$ cat config.mk
export PLATFORM = sky130hd
export DESIGN_NAME = ssfc_code_gen
export DESIGN_NICKNAME = d
export VERILOG_FILES = /design/src/rtl/ssfc_pkg.sv /design/src/rtl/ssfc_lfsr.sv /design/src/rtl/ssfc_walk_step.sv /design/src/rtl/ssfc_tri_step.sv /design/src/rtl/ssfc_code_gen.sv
export SDC_FILE = /design/constraint.sdc
export NUM_CORES = 1
export LEC_CHECK = 0
export BUFFER_PORTS_ARGS = -buffer_cell sky130_fd_sc_hd__buf_2
export CORE_UTILIZATION = 55
export DETAILED_ROUTE_END_ITERATION = 10
export HOLD_SLACK_MARGIN = 0.12
export PLACE_DENSITY = 0.77
export SLEW_MARGIN = 20
export SYNTH_ARGS = -nofsm -noshare
export SYNTH_HDL_FRONTEND = slang
export SYNTH_SLANG_ARGS = --single-unit
$ cat constraint.sdc
create_clock -name clk -period 2.4 [get_ports clk]
set_clock_uncertainty 0.2 [all_clocks]
set_input_delay 0.6 -clock clk [delete_from_list [all_inputs] [get_ports clk]]
set_output_delay 0.6 -clock clk [all_outputs]
set_load 0.03 [all_outputs]
$ cat src/rtl/ssfc_pkg.sv
package ssfc_pkg;

    typedef enum logic [2:0] {
        ST_NOMINAL = 3'd0,
        ST_TRIM    = 3'd1,
        ST_WALK    = 3'd2,
        ST_RISE    = 3'd3,
        ST_FALL    = 3'd4
    } ssfc_state_e;

    function automatic logic is_spread(input ssfc_state_e s);
        return (s == ST_WALK) || (s == ST_RISE) || (s == ST_FALL);
    endfunction

endpackage

$ cat src/rtl/ssfc_lfsr.sv
module ssfc_lfsr #(
    parameter int              WIDTH = 7,
    parameter logic [WIDTH-1:0] TAPS = 7'b1100000,
    parameter logic [WIDTH-1:0] SEED = 7'h01
) (
    input  logic clk,
    input  logic rst_n,
    input  logic advance,
    output logic dir_bit
);
    logic [WIDTH-1:0] sr_q;
    logic             feedback;

    assign feedback = ^(sr_q & TAPS);

    always_ff @(posedge clk or negedge rst_n) begin
        if (!rst_n) begin
            sr_q <= SEED;
        end else if (advance) begin
            sr_q <= {sr_q[WIDTH-2:0], feedback};
        end
    end

    assign dir_bit = sr_q[0];
endmodule

$ cat src/rtl/ssfc_walk_step.sv
module ssfc_walk_step #(
    parameter int LEVELS  = 16,
    localparam int LVL_W  = $clog2(LEVELS)
) (
    input  logic [LVL_W-1:0] level,
    input  logic             go_up,
    output logic [LVL_W-1:0] next_level
);
    localparam logic [LVL_W-1:0] TOP = LVL_W'(LEVELS - 1);

    always_comb begin
        if (level == '0) begin
            next_level = LVL_W'(1);
        end else if (level == TOP) begin
            next_level = TOP - LVL_W'(1);
        end else if (go_up) begin
            next_level = level + LVL_W'(1);
        end else begin
            next_level = level - LVL_W'(1);
        end
    end
endmodule

$ cat src/rtl/ssfc_tri_step.sv
module ssfc_tri_step #(
    parameter int LEVELS  = 16,
    localparam int LVL_W  = $clog2(LEVELS)
) (
    input  logic [LVL_W-1:0] level,
    input  logic             rising,
    output logic [LVL_W-1:0] next_level,
    output logic             next_rising
);
    localparam logic [LVL_W-1:0] TOP = LVL_W'(LEVELS - 1);

    always_comb begin
        if (rising) begin
            if (level == TOP) begin
                next_level  = TOP - LVL_W'(1);
                next_rising = 1'b0;
            end else begin
                next_level  = level + LVL_W'(1);
                next_rising = 1'b1;
            end
        end else begin
            if (level == '0) begin
                next_level  = LVL_W'(1);
                next_rising = 1'b1;
            end else begin
                next_level  = level - LVL_W'(1);
                next_rising = 1'b0;
            end
        end
    end
endmodule

$ cat src/rtl/ssfc_code_gen.sv
module ssfc_code_gen #(
    parameter int              CODE_W       = 5,
    parameter int              LEVELS       = 16,
    parameter int              LFSR_W       = 7,
    parameter logic [6:0]      LFSR_TAPS    = 7'b1100000,
    parameter logic [6:0]      LFSR_SEED    = 7'h01,
    parameter int              NOMINAL_CODE = 16,
    parameter int              BAND_BASE    = 16
) (
    input  logic              clk,
    input  logic              rst_n,
    input  logic              cyc_strobe,
    input  logic              tune_en,
    input  logic              spread_en,
    input  logic              spread_mode,
    input  logic [CODE_W-1:0] trim,
    output logic [CODE_W-1:0] freq_code
);
    import ssfc_pkg::*;

    localparam int LVL_W = $clog2(LEVELS);

    ssfc_state_e      state_q, state_d;
    logic [LVL_W-1:0] level_q, level_d;
    logic             rnd_dir;
    logic [LVL_W-1:0] walk_lvl;
    logic [LVL_W-1:0] tri_lvl;
    logic             tri_up;

    ssfc_lfsr #(
        .WIDTH (LFSR_W),
        .TAPS  (LFSR_W'(LFSR_TAPS)),
        .SEED  (LFSR_W'(LFSR_SEED))
    ) u_lfsr (
        .clk     (clk),
        .rst_n   (rst_n),
        .advance (cyc_strobe),
        .dir_bit (rnd_dir)
    );

    ssfc_walk_step #(.LEVELS(LEVELS)) u_walk (
        .level      (level_q),
        .go_up      (rnd_dir),
        .next_level (walk_lvl)
    );

    ssfc_tri_step #(.LEVELS(LEVELS)) u_tri (
        .level       (level_q),
        .rising      (state_q != ST_FALL),
        .next_level  (tri_lvl),
        .next_rising (tri_up)
    );

    // next-state and next-level decision, taken only on a cycle strobe
    always_comb begin
        state_d = state_q;
        level_d = level_q;
        if (cyc_strobe) begin
            if (tune_en) begin
                state_d = ST_TRIM;
            end else if (!spread_en) begin
                state_d = ST_NOMINAL;
            end else begin
                unique case (state_q)
                    ST_NOMINAL, ST_TRIM: begin
                        level_d = '0;
                        state_d = spread_mode ? ST_RISE : ST_WALK;
                    end
                    ST_WALK, ST_RISE, ST_FALL: begin
                        if (spread_mode) begin
                            level_d = tri_lvl;
                            state_d = tri_up ? ST_RISE : ST_FALL;
                        end else begin
                            level_d = walk_lvl;
                            state_d = ST_WALK;
                        end
                    end
                    default: begin
                        state_d = ST_NOMINAL;
                    end
                endcase
            end
        end
    end

    // state register
    always_ff @(posedge clk or negedge rst_n) begin
        if (!rst_n) begin
            state_q <= ST_NOMINAL;
            level_q <= '0;
        end else begin
            state_q <= state_d;
            level_q <= level_d;
        end
    end

    // output register
    always_ff @(posedge clk or negedge rst_n) begin
        if (!rst_n) begin
            freq_code <= CODE_W'(NOMINAL_CODE);
        end else if (cyc_strobe) begin
            unique case (state_d)
                ST_TRIM:    freq_code <= trim;
                ST_NOMINAL: freq_code <= CODE_W'(NOMINAL_CODE);
                default:    freq_code <= CODE_W'(BAND_BASE) + CODE_W'(level_d);
            endcase
        end
    end
endmodule

==> flow_summary.ini <==
[outcome]
outcome = completed

[synth]
yosys-top-cells-count = 17 x dfrtp_1, 11 x nor2_1, 9 x inv_1, 9 x nand2_1, 8 x a21oi_1
yosysMostFrequentCell = dfrtp_1
ys_warn_count = 0
synth.cell_area_mm2 = 0.00115
synth_area_per_cell_um2 = 9.47
yosysTopAreaCell = dfrtp_1
synthTopCellsByArea = dfrtp_1 37%, mux2_2 5.9%, dfstp_2 4.6%
yosys_register_bits = 19
synth_nets = 136
synth_top_cell_area_share_pct = 36.8
ys_types = 40
ys_async_sr_fraction_pct = 100
synth_ff_type = dfrtp_1
netlist_instances = 122
synth-edff-count = 0
seq_area_frac_synth_pct = 41.4

[worst_hold_path]
hold_start = trim[4]
hold_depth = 3
whs_endpoint = freq_code[4]
hold_class = in -> reg

[placed_design]
place_congestion = 0.880
portBuffers = 15
dp_hpwl_um = 1760

[worst_setup_path]
r2r_end = freq_code[2]
max_stage_delay_ns = 0.47
worst_path_most_repeated_cell = inv_1
crit_fanout = 5
crit_path_start_kind = register
critical-path-slowest-cell = mux4_2
rr_worst_depth = 7
crit_chain = inv_1 -> ha_1 -> inv_1 -> o21ai_0 -> mux4_2 -> a221oi_1 -> a221o_1
critPathKind = reg -> reg
cp-end-kind = register
critPathRequiredTime_ns = 2.43
timing.rr.start = level_q[0]
regToRegSetupSlack_ns = 0.18
crit_family = compound AO/OA/AOI/OAI gates
crit_arrival_ns = 2.26
path_buf_inv = 2

[die]
initial_core_util_pct = 58.9
dieHeight_um = 47.8
die_area_mm2 = 0.00229
ioPinCount = 16
die_width_um = 47.8
core_region_area_mm2 = 0.00196
rows = 16

[power]
ir_drop_v = 0.000521
leakagePower_nw = 0.583
power_mw = 0.906
p_per_area_mw_per_mm2 = 698

[drt]
first_pass_iters = 4
wl_per_cell_um = 14.6
vias = 1011
ant_nets = 0
drt-initial-drc-count = 43
viasPerCell = 6.13
drc = 0
drt-total-wl_um = 2410

[sta]
tns_ns = 0
relSlewSlack_pct = 70.0
slew_violations = 0
post-route-period-util_pct = 92.7
rsz0062_at_grt = no
final_hold_viol_count = 0
worstMarginPinSlew_ns = 0.450
fmax_mhz = 450
finalSetupViolCount = 0
min_period_ns = 2.22

[clock_tree]
path_clk_slew_ns = 0.10
cts.sinks = 19
cts_buffer_depth = 2
numCtsBuffers = 3
post_cts_buffers = 0
root_buffer = clkbuf_4
htreeDepth = 1
cts_tree = built
clock_latency_ns = 0.28

[final_layout]
n_antenna_cell = 0
fin_nets = 153
area.growth.synth_to_final_pct = 12.4
drive_above_1_share_pct = 23.9

[grt]
grt_use_total_pct = 24.4
grt_first_pass_wirelength_um = 3840
grt_max_degree = 20
grt_pass1_vias = 840
overflow = 0
antenna_found_initial = 0

[job]
maxCapViolCount = 0
## cells by family after synthesis
kind of cell / synth area share, %
and+or+nand+nor: 16.1
DFF: 41.4
buffers and inverters: 4.98
muxes: 8.67
adders and majority gates: 3.25
xor gates and xnor gates: 1.52
AOI/OAI and AO/OA: 24.1
## report_power, final
group | internal, mW | switching [mW]
sequential | 0.405 | 0.0795
combinational | 0.137 | 0.132
clock | 0.0645 | 0.0881
total | 0.606 | 0.299
## placed cells by master, fill, tap and decap left out, types with 4 or more instances in the layout
master | netlist | final
nand2_1 | 9 | 9
a21oi_1 | 8 | 8
dfrtp_1 | 17 | 16
buf_2 | 1 | 15
o21ai_0 | 6 | 6
inv_1 | 9 | 9
a21o_1 | 4 | 4
mux2_2 | 6 | 6
nor2_1 | 11 | 11
## metal layers
metal / share of wire [%] / vias to the layer above / GRT usage (%)
met5: 0 / - / 0
met4: 0.50 / 0 / 8.89
met3: 7.0 / 2 / 3.40
met2: 47 / 38 / 33.5
met1: 45 / 489 / 38.7
li1: - / 482 / -
## worst reg2reg max path: cells and delay by family (launching register included)
family	cells	cell delay, ns
flops	1	0.39
compound gates	3	0.63
fa+ha+maj	1	0.27
mux	1	0.47
buf+inv	2	0.21
## state kept, by name, summed over array words and instances (netlist names)
name,cells
freq_code,5
level_q,4
state_q,3
u_lfsr.sr_q,7
## cell type report
cell class / instances / area, µm²
fillers: 181 / 664
multi-input cells: 88 / 624
flip-flops and latches: 19 / 479
repair buffers: 18 / 100
inverters: 9 / 33.8
well taps: 27 / 33.8
clock buffers: 4 / 26.3
## metrics by stage
step | utilization (%) | worst slack (ns) | std cells | hold WS (ns) | area, µm²
global route | 66.1 | 0.0491 | 165 | 0.309 | 1300
global placement | 64.0 | 0.245 | 160 | 0.279 | 1250
finish | 66.1 | 0.176 | 165 | 0.300 | 1300
CTS | 65.8 | 0.134 | 165 | 0.292 | 1290
floorplan | - | 0.158 | 122 | 0.104 | 1150
detailed placement | 64.0 | 0.166 | 160 | 0.292 | 1250
## worst max path at each step
stage / from / endpoint / slack, ns / cells past startpoint
final: level_q[0] / freq_code[2] / 0.18 / 7
after global routing: level_q[0] / freq_code[2] / 0.05 / 7
after CTS: level_q[1] / freq_code[2] / 0.13 / 7
after detailed placement: level_q[1] / freq_code[2] / 0.17 / 7
after global placement: level_q[1] / freq_code[2] / 0.24 / 7
after floorplan: level_q[0] / freq_code[2] / 0.16 / 8
## what timing repair did
item                                    in CTS  in global routing
endpoints found under the setup margin       0                  2
hold endpoints to repair                    17                  0
resized for setup                            0                  2
hold buffers                                 1                  0
Note: power is estimated with default switching activity, not from simulation.
